[config.mk]
export PLATFORM = sky130hd
export DESIGN_NAME = xlat_tlb
export DESIGN_NICKNAME = d
export VERILOG_FILES = /design/src/rtl/tlb_pkg.sv /design/src/rtl/tlb_asid_map.sv /design/src/rtl/tlb_auto_bank.sv /design/src/rtl/tlb_big_way.sv /design/src/rtl/xlat_tlb.sv
export SDC_FILE = /design/constraint.sdc
export NUM_CORES = 1
export LEC_CHECK = 0
export CAP_MARGIN = 20
export CORE_UTILIZATION = 57
export DETAILED_ROUTE_END_ITERATION = 10
export DONT_BUFFER_PORTS = 1
export GPL_ROUTABILITY_DRIVEN = 0
export PLACE_DENSITY = 0.86
export SYNTH_ARGS = -nofsm -noshare
export SYNTH_HDL_FRONTEND = slang
export SYNTH_SLANG_ARGS = --single-unit
[constraint.sdc]
create_clock -name clk -period 4.7 [get_ports clk]
set_clock_uncertainty 0.15 [all_clocks]
set_input_delay 0.705 -clock clk [delete_from_list [all_inputs] [get_ports clk]]
set_output_delay 0.705 -clock clk [all_outputs]
set_load 0.01 [all_outputs]
[src/rtl/tlb_pkg.sv]
package tlb_pkg;
  localparam int TLB_VA_W   = 32;
  localparam int TLB_PAGE_W = 12;
  localparam int TLB_VPN_W  = TLB_VA_W - TLB_PAGE_W;
  localparam int TLB_ASID_W = 8;
  localparam int TLB_RINGS  = 4;
  localparam int TLB_BIG_W  = 3;

  typedef struct packed {
    logic we;
    logic xe;
    logic cache;
  } tlb_perm_t;
endpackage

[src/rtl/tlb_asid_map.sv]
module tlb_asid_map #(
  parameter int RINGS  = tlb_pkg::TLB_RINGS,
  parameter int ASID_W = tlb_pkg::TLB_ASID_W,
  localparam int RING_W = $clog2(RINGS)
) (
  input  logic                    clk,
  input  logic                    rst,
  input  logic                    we,
  input  logic [RINGS*ASID_W-1:0] wdata,
  input  logic [RING_W-1:0]       look_ring,
  input  logic [RING_W-1:0]       fill_ring,
  output logic [ASID_W-1:0]       look_asid,
  output logic [ASID_W-1:0]       fill_asid
);
  localparam logic [ASID_W-1:0] KERNEL_ASID = ASID_W'(1);

  logic [ASID_W-1:0] map_q [RINGS];

  always_ff @(posedge clk) begin
    if (rst) begin
      for (int k = 0; k < RINGS; k++)
        map_q[k] <= (k == 0) ? KERNEL_ASID : '0;
    end else if (we) begin
      for (int k = 0; k < RINGS; k++)
        map_q[k] <= (k == 0) ? KERNEL_ASID : wdata[k*ASID_W +: ASID_W];
    end
  end

  assign look_asid = map_q[look_ring];
  assign fill_asid = map_q[fill_ring];

  AST_RING0_FIXED: assert property (@(posedge clk) disable iff (rst)
    (look_ring == '0) |-> (look_asid == KERNEL_ASID));
endmodule

[src/rtl/tlb_auto_bank.sv]
module tlb_auto_bank #(
  parameter int WAYS   = 4,
  parameter int SET_W  = 2,
  parameter int VPN_W  = tlb_pkg::TLB_VPN_W,
  parameter int ASID_W = tlb_pkg::TLB_ASID_W,
  localparam int SETS  = 1 << SET_W,
  localparam int WAY_W = $clog2(WAYS)
) (
  input  logic              clk,
  input  logic              rst,
  input  logic              fill_en,
  input  logic [VPN_W-1:0]  fill_vpn,
  input  logic [VPN_W-1:0]  fill_ppn,
  input  logic [ASID_W-1:0] fill_asid,
  input  tlb_pkg::tlb_perm_t fill_perm,
  input  logic [VPN_W-1:0]  look_vpn,
  input  logic [ASID_W-1:0] look_asid,
  output logic [WAYS-1:0]   match,
  output logic [VPN_W-1:0]  ppn_out,
  output tlb_pkg::tlb_perm_t perm_out
);
  logic [ASID_W-1:0]  tag_asid [WAYS][SETS];
  logic [VPN_W-1:0]   tag_vpn  [WAYS][SETS];
  logic [VPN_W-1:0]   dat_ppn  [WAYS][SETS];
  tlb_pkg::tlb_perm_t dat_perm [WAYS][SETS];
  logic [WAY_W-1:0]   rr_q [SETS];

  logic [SET_W-1:0] fill_set, look_set;
  assign fill_set = fill_vpn[SET_W-1:0];
  assign look_set = look_vpn[SET_W-1:0];

  always_ff @(posedge clk) begin
    if (rst) begin
      for (int s = 0; s < SETS; s++) begin
        rr_q[s] <= '0;
        for (int w = 0; w < WAYS; w++) tag_asid[w][s] <= '0;
      end
    end else if (fill_en) begin
      rr_q[fill_set] <= rr_q[fill_set] + 1'b1;
      tag_asid[rr_q[fill_set]][fill_set] <= fill_asid;
    end
  end

  always_ff @(posedge clk) begin
    if (fill_en) begin
      tag_vpn[rr_q[fill_set]][fill_set]  <= fill_vpn;
      dat_ppn[rr_q[fill_set]][fill_set]  <= fill_ppn;
      dat_perm[rr_q[fill_set]][fill_set] <= fill_perm;
    end
  end

  logic [ASID_W-1:0] way_asid [WAYS];

  for (genvar w = 0; w < WAYS; w++) begin : g_way
    assign way_asid[w] = tag_asid[w][look_set];
    assign match[w] = (way_asid[w] != '0) && (way_asid[w] == look_asid)
                      && (tag_vpn[w][look_set] == look_vpn);

    AST_EMPTY_NO_MATCH: assert property (@(posedge clk) disable iff (rst)
      (way_asid[w] == '0) |-> !match[w]);
  end

  always_comb begin
    ppn_out  = '0;
    perm_out = '0;
    for (int w = 0; w < WAYS; w++) begin
      if (match[w]) begin
        ppn_out  = ppn_out | dat_ppn[w][look_set];
        perm_out = perm_out | dat_perm[w][look_set];
      end
    end
  end

  for (genvar s = 0; s < SETS; s++) begin : g_rr
    AST_RR_STEP: assert property (@(posedge clk) disable iff (rst)
      (fill_en && fill_set == SET_W'(s)) |=> (rr_q[s] == $past(rr_q[s]) + 1'b1));
  end
endmodule

[src/rtl/tlb_big_way.sv]
module tlb_big_way #(
  parameter int IDX_W  = tlb_pkg::TLB_BIG_W,
  parameter int ASID_W = tlb_pkg::TLB_ASID_W,
  localparam int ENTRIES = 1 << IDX_W
) (
  input  logic              clk,
  input  logic              rst,
  input  logic              fill_en,
  input  logic [IDX_W-1:0]  fill_idx,
  input  logic [IDX_W-1:0]  fill_ppn,
  input  logic [ASID_W-1:0] fill_asid,
  input  tlb_pkg::tlb_perm_t fill_perm,
  input  logic [IDX_W-1:0]  look_idx,
  input  logic [ASID_W-1:0] look_asid,
  output logic              match,
  output logic [IDX_W-1:0]  ppn_out,
  output tlb_pkg::tlb_perm_t perm_out
);
  logic [ASID_W-1:0]  ent_asid [ENTRIES];
  logic [IDX_W-1:0]   ent_ppn  [ENTRIES];
  tlb_pkg::tlb_perm_t ent_perm [ENTRIES];

  always_ff @(posedge clk) begin
    if (rst) begin
      for (int i = 0; i < ENTRIES; i++) begin
        ent_asid[i] <= ASID_W'(1);
        ent_ppn[i]  <= IDX_W'(i);
        ent_perm[i] <= '{we: 1'b1, xe: 1'b1, cache: 1'b0};
      end
    end else if (fill_en) begin
      ent_asid[fill_idx] <= fill_asid;
      ent_ppn[fill_idx]  <= fill_ppn;
      ent_perm[fill_idx] <= fill_perm;
    end
  end

  assign match    = (ent_asid[look_idx] != '0) && (ent_asid[look_idx] == look_asid);
  assign ppn_out  = ent_ppn[look_idx];
  assign perm_out = ent_perm[look_idx];
endmodule

[src/rtl/xlat_tlb.sv]
module xlat_tlb #(
  parameter int WAYS   = 4,
  parameter int SET_W  = 2,
  parameter int VA_W   = tlb_pkg::TLB_VA_W,
  parameter int PAGE_W = tlb_pkg::TLB_PAGE_W,
  parameter int ASID_W = tlb_pkg::TLB_ASID_W,
  parameter int RINGS  = tlb_pkg::TLB_RINGS,
  parameter int BIG_W  = tlb_pkg::TLB_BIG_W,
  localparam int VPN_W  = VA_W - PAGE_W,
  localparam int RING_W = $clog2(RINGS),
  localparam int BOFF_W = VA_W - BIG_W
) (
  input  logic                    clk,
  input  logic                    rst,
  input  logic                    lk_valid,
  input  logic [VA_W-1:0]         lk_va,
  input  logic [RING_W-1:0]       lk_ring,
  input  logic                    lk_write,
  input  logic                    lk_exec,
  input  logic                    wr_en,
  input  logic                    wr_big,
  input  logic [BIG_W-1:0]        wr_idx,
  input  logic [VPN_W-1:0]        wr_vpn,
  input  logic [VPN_W-1:0]        wr_ppn,
  input  logic [RING_W-1:0]       wr_ring,
  input  logic                    wr_inval,
  input  logic                    wr_we,
  input  logic                    wr_xe,
  input  logic                    wr_cache,
  input  logic                    map_we,
  input  logic [RINGS*ASID_W-1:0] map_wdata,
  output logic                    rs_valid,
  output logic                    rs_hit,
  output logic                    rs_miss,
  output logic                    rs_multi,
  output logic                    rs_fault,
  output logic [VA_W-1:0]         rs_pa,
  output logic                    rs_cache
);
  logic [ASID_W-1:0] look_asid, map_fill_asid, fill_asid;
  tlb_pkg::tlb_perm_t fill_perm, auto_perm, big_perm, sel_perm;
  logic [WAYS-1:0]  auto_match;
  logic [VPN_W-1:0] auto_ppn;
  logic             big_match;
  logic [BIG_W-1:0] big_ppn;

  assign fill_asid = wr_inval ? '0 : map_fill_asid;
  assign fill_perm = '{we: wr_we, xe: wr_xe, cache: wr_cache};

  tlb_asid_map #(.RINGS(RINGS), .ASID_W(ASID_W)) i_map (
    .clk(clk), .rst(rst), .we(map_we), .wdata(map_wdata),
    .look_ring(lk_ring), .fill_ring(wr_ring),
    .look_asid(look_asid), .fill_asid(map_fill_asid)
  );

  tlb_auto_bank #(.WAYS(WAYS), .SET_W(SET_W), .VPN_W(VPN_W), .ASID_W(ASID_W)) i_bank (
    .clk(clk), .rst(rst), .fill_en(wr_en && !wr_big),
    .fill_vpn(wr_vpn), .fill_ppn(wr_ppn), .fill_asid(fill_asid), .fill_perm(fill_perm),
    .look_vpn(lk_va[VA_W-1:PAGE_W]), .look_asid(look_asid),
    .match(auto_match), .ppn_out(auto_ppn), .perm_out(auto_perm)
  );

  tlb_big_way #(.IDX_W(BIG_W), .ASID_W(ASID_W)) i_big (
    .clk(clk), .rst(rst), .fill_en(wr_en && wr_big),
    .fill_idx(wr_idx), .fill_ppn(wr_ppn[BIG_W-1:0]), .fill_asid(fill_asid),
    .fill_perm(fill_perm), .look_idx(lk_va[VA_W-1:BOFF_W]), .look_asid(look_asid),
    .match(big_match), .ppn_out(big_ppn), .perm_out(big_perm)
  );

  logic [$clog2(WAYS+2)-1:0] n_match;
  logic                      one_hit, many_hit, no_hit, fault_c;
  logic [VA_W-1:0]           pa_c;

  always_comb begin
    n_match  = $bits(n_match)'($countones({big_match, auto_match}));
    one_hit  = (n_match == 1);
    many_hit = (n_match > 1);
    no_hit   = (n_match == 0);
    sel_perm = big_match ? big_perm : auto_perm;
    pa_c     = '0;
    if (one_hit)
      pa_c = big_match ? {big_ppn, lk_va[BOFF_W-1:0]} : {auto_ppn, lk_va[PAGE_W-1:0]};
    fault_c  = one_hit && ((lk_write && !sel_perm.we) || (lk_exec && !sel_perm.xe));
  end

  always_ff @(posedge clk) begin
    if (rst) begin
      rs_valid <= 1'b0;
      rs_hit   <= 1'b0;
      rs_miss  <= 1'b0;
      rs_multi <= 1'b0;
      rs_fault <= 1'b0;
      rs_pa    <= '0;
      rs_cache <= 1'b0;
    end else begin
      rs_valid <= lk_valid;
      rs_hit   <= lk_valid && one_hit;
      rs_miss  <= lk_valid && no_hit;
      rs_multi <= lk_valid && many_hit;
      rs_fault <= lk_valid && fault_c;
      rs_pa    <= lk_valid ? pa_c : '0;
      rs_cache <= lk_valid && one_hit && sel_perm.cache;
    end
  end

  AST_ONE_OUTCOME: assert property (@(posedge clk) disable iff (rst)
    rs_valid |-> ($countones({rs_hit, rs_miss, rs_multi}) == 1));
  AST_RESULT_NEXT: assert property (@(posedge clk) disable iff (rst)
    lk_valid |=> rs_valid);
  AST_IDLE_NEXT: assert property (@(posedge clk) disable iff (rst)
    !lk_valid |=> !rs_valid);
  AST_MULTI_QUIET: assert property (@(posedge clk) disable iff (rst)
    rs_multi |-> (!rs_hit && !rs_fault && rs_pa == '0));
  AST_FAULT_ON_HIT: assert property (@(posedge clk) disable iff (rst)
    rs_fault |-> rs_hit);
  AST_MISS_NO_PA: assert property (@(posedge clk) disable iff (rst)
    rs_miss |-> (rs_pa == '0 && !rs_cache));
endmodule

After elaboration in Yosys (flattened, before gate mapping)
Memory sizes are Yosys's and may differ from the RTL's.
Cells that the tools add are included.
{"block": "word_totals", "reg_bits": 38, "mem_bits_rw": 968, "inputBits": 123, "out_inout_bits": 38, "memories": 9}
{"block": "classes", "n_addsub": 5, "magnitude_cmp": 4, "n_eq_ne": 10, "muxes": 98, "n_bitwise": 14, "reduce_logical": 36}
{"name": "i_bank.dat_ppn", "depth": 4, "width": 80, "rd": 4, "rd_ports_with_merged_regs": 0, "write_ports": 1, "line": "tlb_auto_bank.sv:24", "text": "logic [VPN_W-1:0] dat_ppn [WAYS][SETS];"}
{"name": "i_bank.tag_vpn", "depth": 4, "width": 80, "rd": 4, "rd_ports_with_merged_regs": 0, "write_ports": 1, "line": "tlb_auto_bank.sv:23", "text": "logic [VPN_W-1:0] tag_vpn [WAYS][SETS];"}
{"name": "i_bank.tag_asid", "depth": 4, "width": 32, "rd": 4, "rd_ports_with_merged_regs": 0, "write_ports": 4, "line": "tlb_auto_bank.sv:22", "text": "logic [ASID_W-1:0] tag_asid [WAYS][SETS];"}
{"name": "i_big.ent_asid", "depth": 8, "width": 8, "rd": 1, "rd_ports_with_merged_regs": 0, "write_ports": 8, "line": "tlb_big_way.sv:19", "text": "logic [ASID_W-1:0] ent_asid [ENTRIES];"}
{"name": "i_bank.dat_perm", "depth": 4, "width": 12, "rd": 4, "rd_ports_with_merged_regs": 0, "write_ports": 1, "line": "tlb_auto_bank.sv:25", "text": "tlb_pkg::tlb_perm_t dat_perm [WAYS][SETS];"}
{"name": "i_map.map_q", "depth": 4, "width": 8, "rd": 2, "rd_ports_with_merged_regs": 0, "write_ports": 4, "line": "tlb_asid_map.sv:17", "text": "logic [ASID_W-1:0] map_q [RINGS];"}
{"name": "+3 memories"}
{"cell": "$mux 20", "count": 21}
{"cell": "$bmux 20 s2", "count": 8}
{"cell": "$mux 32", "count": 4}
{"cell": "$mux 8", "count": 15}
{"cell": "$eq 20x20->1", "count": 4}
{"cell": "$mux 80", "count": 1}
{"cell": "$bmux 8 s2", "count": 4}
{"cell": "$or 20x20->20", "count": 3}
{"cell": "$mux 3", "count": 19}
{"cell": "$demux 20 s2", "count": 1}
{"cell": "$eq 8x8->1", "count": 5}
{"cell": "$reduce_bool 8->1", "count": 5}
{"cell": "$reduce_or 32->1", "count": 1}
{"cell": "$bmux 3 s2", "count": 4}
{"cell": "$logic_and 1x1->1", "count": 20}
{"cell": "$demux 8 s2", "count": 1}
{"cell": "$mux 1", "count": 15}
{"cell": "$mux 12", "count": 1}
{"cell": "$or 3x3->3", "count": 3}
{"cell": "$reduce_or 3->1", "count": 3}
{"cell": "$reduce_or 8->1", "count": 1}
{"cell": "$demux 3 s2", "count": 1}
{"cell": "$ge 3x3->1 const B", "count": 2}
{"cell": "$mux 2", "count": 3}
{"cell": "14 further kinds", "count": 22}

Depth between registers and ports, before layout
Gate-level depths: netlist of run 1.
{"block": "logic_depth", "word_depth": 20, "ltp_mapped": 20}

Modules after synthesis
From an unflattened synthesis of run 1, not the netlist that was laid out.
{"block": "hier_totals", "hier_cells": 2273, "hier_area_um2": 41433.5}
{"mod": "tlb_auto_bank", "instances": 1, "cells_each": 1702, "area_each_um2": 33507.1}
{"mod": "tlb_big_way", "instances": 1, "cells_each": 349, "area_each_um2": 5233.8}
{"mod": "xlat_tlb", "instances": 1, "cells_each": 127, "area_each_um2": 1415.1}
{"mod": "tlb_asid_map", "instances": 1, "cells_each": 95, "area_each_um2": 1277.5}

Worst setup path after synthesis of run 1
No wires, ideal clock.
{"block": "synth_timing", "kind": "input to register", "start": "input port lk_va[12]", "end": "register rs_pa[29]", "setup_time_ns": 0.086, "arrival_time_ns": 4.876, "t_required_ns": 4.464, "setup_slack_ns": -0.412, "cell_stages": 16, "cell_sequence": "buf_6 -> buf_6 -> buf_2 -> mux4_2 -> xnor2_1 -> nand4_1 -> or4b_4 -> buf_4 -> nor2_1 -> fa_1 -> fa_1 -> ha_1 -> nor3_1 -> nand2_1 -> clkbuf_1 -> a211oi_1"}
{"block": "synth_between", "elab_chain_len": 15}
{"element": "start, declared", "line": "xlat_tlb.sv:16", "text": "input logic [VA_W-1:0] lk_va,"}
{"element": "parallel branches: the longest is 15 deep, another holds $add 2x2->3"}
{"element": "end signal, assigned", "line": "xlat_tlb.sv:101", "text": "rs_pa <= lk_valid ? pa_c : '0;"}
{"element": "end, declared", "line": "xlat_tlb.sv:37", "text": "output logic [VA_W-1:0] rs_pa,"}
Several ways; the timed one is not identified. The select of a mux whose other input is x is not followed.
A chain may end at the register's enable or synchronous reset.

Worst setup path in the final report of run 1
{"block": "layout_timing", "start": "input port lk_va[12]", "end": "register rs_pa[17]"}
The elaborated chain is that of the path after synthesis.

==> results of run 1 <==
final cells by class:
cell class	count	area (um2)	area share
sequential	998	29590	0.6501
multi-input combinational	1075	10550	0.2317
clock buffer	123	2649	0.05820
tap	940	1176	0.02584
timing repair buffer	113	1021	0.02243
clock inverter	56	465.4	0.01023
inverter	14	52.55	0.001155
antenna	6	15.01	0.0003299
sequential cells by signal, indices dropped and copies added, names as in the netlist:
name / cells
rs_hit: 1
i_big.ent_ppn: 24
i_bank.rr_q: 8
i_big.ent_asid: 64
rs_multi: 1
i_bank.tag_asid: 128
rs_cache: 1
rs_valid: 1
rs_miss: 1
i_bank.dat_perm: 48
rs_fault: 1
i_bank.dat_ppn: 320
rs_pa: 32
i_map.map_q: 24
i_big.ent_perm: 24
i_bank.tag_vpn: 320
worst max-delay path, delay by kind of cell:
| kind | cells | cell delay (ns) |
|---|---|---|
| adders and majority gates | 3 | 1.13 |
| xor gates and xnor gates | 1 | 0.22 |
| buffers and inverters | 2 | 0.36 |
| and+or+nand+nor | 5 | 1.32 |
| AOI/OAI and AO/OA | 1 | 0.28 |
| muxes | 1 | 0.63 |
power by group through the flow:
| stage | registers, mW | logic, mW | clock network (mW) |
|---|---|---|---|
| 3_3_place_gp | 10.1 | 0.848 | 0 |
| 2_1_floorplan | 10.1 | 0.747 | 0 |
| 4_1_cts | 9.96 | 1.00 | 7.67 |
| 6_report | 9.97 | 1.04 | 7.68 |
| 5_1_grt | 9.97 | 1.06 | 7.99 |
| 3_5_place_dp | 10.1 | 0.872 | 0 |
stage by stage:
step / hold slack [ns] / setup slack, ns / power [mW] / cell area [um2] / cells
floorplan: 0.3833 / 0.003053 / 10.87 / 40910 / 2233
global placement: 0.4053 / -0.1860 / 10.98 / 41920 / 3096
detailed placement: 0.4212 / -0.3692 / 11.02 / 41920 / 3096
CTS: 0.02568 / 0.09177 / 18.63 / 45470 / 3319
global route: 0.04064 / 0.05264 / 19.02 / 45510 / 3322
finish: 0.04761 / 0.1725 / 18.68 / 45510 / 3325
timing repair:
| item | in CTS | in global routing |
|---|---|---|
| gates resized for setup | 0 | 3 |
| endpoints found under the setup margin | 0 | 18 |
| endpoints found under the hold margin | 687 | 0 |
| hold buffers | 44 | 0 |
per-layer routing:
metal	part of all wire	vias up	track usage
met1	0.32	11550	0.3692
met5	0.00051	-	0
met4	0.051	8	0.1331
met2	0.49	2066	0.4914
met3	0.14	405	0.07828
li1	-	8942	-
cells by family (layout without fill, tap and decap cells):
| logic type | count (synthesis) | after routing | share of synthesized area |
|---|---|---|---|
| AOI/OAI and AO/OA | 78 | 78 | 0.01552 |
| xor gates and xnor gates | 112 | 112 | 0.02442 |
| adders and majority gates | 8 | 8 | 0.002822 |
| buffers and inverters | 160 | 306 | 0.01874 |
| DFF | 998 | 998 | 0.7254 |
| muxes | 256 | 256 | 0.1332 |
| other | 0 | 6 | 0 |
| and+or+nand+nor | 621 | 621 | 0.07985 |
Yosys cell counts, types with 5 or more instances:
cell       number  area [um2]
nand4_1        33       206.5
buf_6          11       123.9
buf_2          25       125.1
edfxtp_1      960       28830
ha_1            6       75.07
a22oi_1         8       60.06
or2_2          29       181.4
nor2b_1        10       62.56
a2111oi_0      18       157.7
nand2_1        71       266.5
dfxtp_1        38       760.7
buf_1          15       56.30
nand3_1        17       85.08
nor3b_2        15       187.7
nor2_1        252       945.9
xor2_1          7       61.31
and2_1         42       262.8
nor3_1         13       65.06
and3_1         12       75.07
a32oi_1         6       52.55
clkbuf_1       89       334.1
or4_1           6       45.04
mux2i_1        13       130.1
nor4_1         17       106.4
nand4b_1        6       52.55
mux2_2         15       168.9
a21oi_1         5       25.02
nor3b_1        51       382.9
a211oi_1       22       165.2
inv_1          14       52.55
a22o_1          7       61.31
mux4_2        228        5135
xnor2_1       103       902.1
nand2b_1       19       118.9
or3_1          16       100.1
path summary, 6_finish.rpt:
path / startpoint / end / slack (ns) / cells after the start
max: lk_va[12] / rs_pa[17] / 0.17 / 13
min: lk_write / rs_fault / 0.05 / 2
max reg2reg: i_map.map_q[1][7] / rs_pa[17] / 0.18 / 13
min reg2reg: i_bank.rr_q[0][0] / i_bank.rr_q[0][0] / 0.45 / 1
==> flow_summary.yaml, run 1 <==
clock_network:
  cts_setup_buffers: 0
  clkTransAtPathRegs_ns: 0.06
  root_buffer: "clkbuf_16"
  insertion_delay_ns: 0.66
  cts_sinks: 998
  htreeDepth: 3
  clk_path_buf_depth: 3
  cts_tree: "yes"
  numCtsBuffers: 95
global_route:
  grt_pass1_vias: 23480
  overflow: 0
  grt_pass1_wl_um: 155300
  grt_use_total: 0.2967
  grt_max_degree: 214
  antenna_found_initial: 7
finish:
  fillers: 4268
  final_common_cell: "edfxtp_1"
  drive_gt1_frac: 0.2240
  final_cell_mix: "edfxtp_1, nor2_1, mux4_2"
  fin_util: 0.6466
  final_nets: 2428
  synthToLayoutAreaGrowth_pct: 11.59
route:
  drt_iter0_drc: 3838
  via_count: 22970
  via_per_inst: 6.908
  detail_route.first_pass.iterations: 6
  detail_route.wl_per_cell_um: 32.49
  wirelength_um: 108000
  ant_nets: 0
  drc: 0
run:
  maxCapViolCount: 0
synth:
  synth_cells: 2233
  synth_fp_nets: 2364
  synth_edf_count: 960
  syn_area_um2: 40790
  yosysSeqAreaShare: 0.7254
  yosys_warnings: 0
  synth_cell_types: 55
  avgSynthCellArea_um2: 18.27
  ys.flop_type: "edfxtp_1"
  synth-async-reset-ratio: 0
  ys_ff_latch: 998
sta:
  rsz0062_at_grt: "false"
  min_period_over_period: 0.9633
  slew_viol_final: 0
  relSlewSlack: 0.2487
  fin_crit_ns: 4.527
  worst_slew_pin_slew_ns: 1.124
  hold_viol: 0
  max_freq_mhz: 220.9
  finalSetupTns_ns: 0
  setup_viol: 0
floorplan:
  start_util: 0.5794
  fp.dieW_um: 269.5
  io-pin-count: 161
  core_area_um2: 70390
  die_height_um: 269.5
  placementRows: 97
  fp.dieArea_um2: 72630
placed_design:
  place_hpwl_um: 61950
  port_buffers: 0
power_and_ir_drop:
  vdd_ir_drop_max_mv: 0.3385
  powerDensity_nw_per_um2: 410.4
  p_sw_frac: 0.2119
  p_leak_nw: 14.36
  p_sw_mw: 3.959
  pwr-share-clk: 0.411
  seq_power_share: 0.533
  p_int_mw: 14.72
  p_comb_frac: 0.056
setup_path:
  required_ns: 5.08
  end_kind: "flip-flop"
  path_class: "primary input to flip-flop"
  critPathMaxStageDelay_ns: 0.67
  crit_slowest_cell: "or4_1"
  crit_chain: "mux4_2 -> xnor2_1 -> buf_4 -> nand4b_1 -> or4_1 -> nor2_2 -> fa_1 -> fa_2 -> ha_4 -> nor3_4 -> nand2_2 -> buf_12 -> a211oi_1"
  arrival_ns: 4.91
  path_max_fanout: 213
  start_kind: "primary input"
worst_hold_path:
  hp-class: "primary input to flip-flop"
outcome:
  status: "complete, no violations"
No activity file was read; power rests on OpenSTA's default activity.
==> inputs of run 2 (changes only) <==
- HOLD_SLACK_MARGIN: default -> 0.08
- SKIP_LAST_GASP: default -> 1
==> run 2 against run 1 <==
Routed wire length increased by 0.82%. Largest power group unchanged. Non-clock buffer count increased by 17. Die area unchanged. Clock power about the same. Critical path depth increased by 2. First-iteration DRC count decreased by 4.5%. Maximum frequency decreased by 4.8%. The flow now finishes with violations (setup timing). Power increased by 0.15%. Cell count increased by 0.45%. Sequential power about the same. Critical endpoint is now rs_pa[13]. Global-route usage increased by 0.37 points. Register-to-register slack got worse by 0.04 ns.
==> flow_summary.yaml, run 2 (synthesized netlist as in run 1, its figures left out) <==
route:
  detail_route.wl_per_cell_um: 32.61
  detail_route.first_pass.iterations: 8
  drt_iter0_drc: 3667
  drc: 0
  ant_nets: 0
  wirelength_um: 108900
  via_per_inst: 6.886
  via_count: 23000
setup_path:
  path_max_fanout: 213
  crit_slowest_cell: "mux4_2"
  r2r-end: "rs_pa[13]"
  cp_common_cell: "buf_4"
  cp-endpoint: "rs_pa[13]"
  path_class: "primary input to flip-flop"
  worstSetupStartpoint: "lk_va[12]"
  arrival_ns: 5.14
  r2r_setup_slack_ns: 0.14
  r2r_cells: 13
  crit_chain: "mux4_2 -> xnor2_1 -> buf_4 -> nand2_1 -> nand4b_1 -> or4_1 -> nor2_1 -> buf_4 -> fa_1 -> fa_2 -> ha_4 -> nor3_4 -> nand2_2 -> buf_12 -> a211oi_1"
  start_kind: "primary input"
  required_ns: 5.09
  critPathMaxStageDelay_ns: 0.74
  end_kind: "flip-flop"
  reg2reg_from: "i_bank.tag_vpn[0][77]"
clock_network:
  htreeDepth: 3
  insertion_delay_ns: 0.66
  cts_tree: "yes"
  root_buffer: "clkbuf_16"
  clk_path_buf_depth: 3
  clkTransAtPathRegs_ns: 0.06
  numCtsBuffers: 95
  cts_sinks: 998
sta:
  rsz0062_at_grt: "false"
  setup_slack_ns: -0.05722
  slew_viol_final: 0
  setup_viol: 8
  fin_crit_ns: 4.757
  min_period_over_period: 1.012
  relSlewSlack: 0.2509
  worst_slew_pin_slew_ns: 1.123
  hold_viol: 0
  max_freq_mhz: 210.2
global_route:
  use_met2: 0.4940
  grt_pass1_wl_um: 156900
  antenna_found_initial: 5
  grt_max_degree: 214
  grt_pass1_vias: 23690
  grt_use_total: 0.3003
  grt_util_met1: 0.3702
  top_usage_layer: "met2"
  overflow: 0
  grtUsageMet3: 0.08300
floorplan:
  io-pin-count: 161
  fp.dieW_um: 269.5
  fp.dieArea_um2: 72630
  placementRows: 97
  die_height_um: 269.5
  start_util: 0.5794
  core_area_um2: 70390
finish:
  final_nets: 2445
  final_cell_mix: "edfxtp_1, nor2_1, mux4_2"
  final_common_cell: "edfxtp_1"
  drive_gt1_frac: 0.2225
  final_cell_area_um2: 45670
  synthToLayoutAreaGrowth_pct: 11.96
run:
  maxCapViolCount: 0
placed_design:
  place_hpwl_um: 61950
  pre_cts_slack_ns: -0.3692
  dpl-instance-area_um2: 41920
  port_buffers: 0
outcome:
  status: "finished, violations left"
  violations: "setup timing"
worst_hold_path:
  hp-class: "primary input to flip-flop"
power_and_ir_drop:
  vdd_ir_drop_max_mv: 0.3381
  powerDensity_nw_per_um2: 409.7
  p_leak_nw: 14.43
## run 2: changes by cell type in the layout (fill, tap and decap cells not counted), sizes merged
cell         before  now
dlygate4sd3      44   61
diode             6    4
## run 2: power breakdown
group          switching [mW]  total (mW)  internal [mW]
Combinational           0.595        1.05          0.455
Clock                    3.32        7.69           4.37
Sequential             0.0595        9.97           9.91
Total                    3.98        18.7           14.7
## run 2: layout make-up
cell class              count  area [um2]
flip-flops and latches    998       29590
well taps                 940        1176
diodes                      4       10.01
inverters                  14       52.55
multi-input cells        1075       10540
clock inverters            56       465.4
repair buffers            130        1191
fillers                  4246       24730
clock buffers             123        2649
## run 2: worst min-delay path by stage
stage | startpoint | end | depth (start not counted)
3_5_place_dp | i_bank.rr_q[0][0] | i_bank.rr_q[0][0] | 1
2_1_floorplan | i_bank.rr_q[0][0] | i_bank.rr_q[0][0] | 1
5_1_grt | lk_va[22] | rs_pa[22] | 2
3_3_place_gp | i_bank.rr_q[0][0] | i_bank.rr_q[0][0] | 1
4_1_cts | wr_we | i_big.ent_perm[2][2] | 1
6_report | wr_we | i_big.ent_perm[2][2] | 1
## run 2: metrics by stage
| stage | total power [mW] | utilization | cells | TNS (ns) | hold WS, ns |
|---|---|---|---|---|---|
| floorplan | 10.87 | - | 2233 | 0 | 0.3833 |
| global placement | 10.98 | 0.5955 | 3096 | -3.791 | 0.4053 |
| detailed placement | 11.02 | 0.5955 | 3096 | -8.727 | 0.4212 |
| CTS | 18.64 | 0.6483 | 3335 | 0 | 0.08178 |
| global route | 19.06 | 0.6487 | 3338 | 0 | 0.08926 |
| finish | 18.71 | 0.6488 | 3340 | -0.1877 | 0.1007 |
## run 2: timing repair
item	CTS	global route
resized for setup	0	2
hold endpoints to repair	716	1
setup buffers	0	0
hold buffers	60	1
endpoints found under the setup margin	0	3
## run 2: critical path, delay by kind of cell
family	cells	cell delay, ns
mux	1	0.74
xor+xnor	1	0.18
buf+inv	3	0.48
fa+ha+maj	3	1.06
compound gates	1	0.27
simple gates	6	1.32
## run 2: routing by layer
metal  up-vias  part of all wire
met5         -           0.00075
met4         8             0.053
met3       435              0.13
met2      2065              0.49
met1     11520              0.32
li1       8967                 -
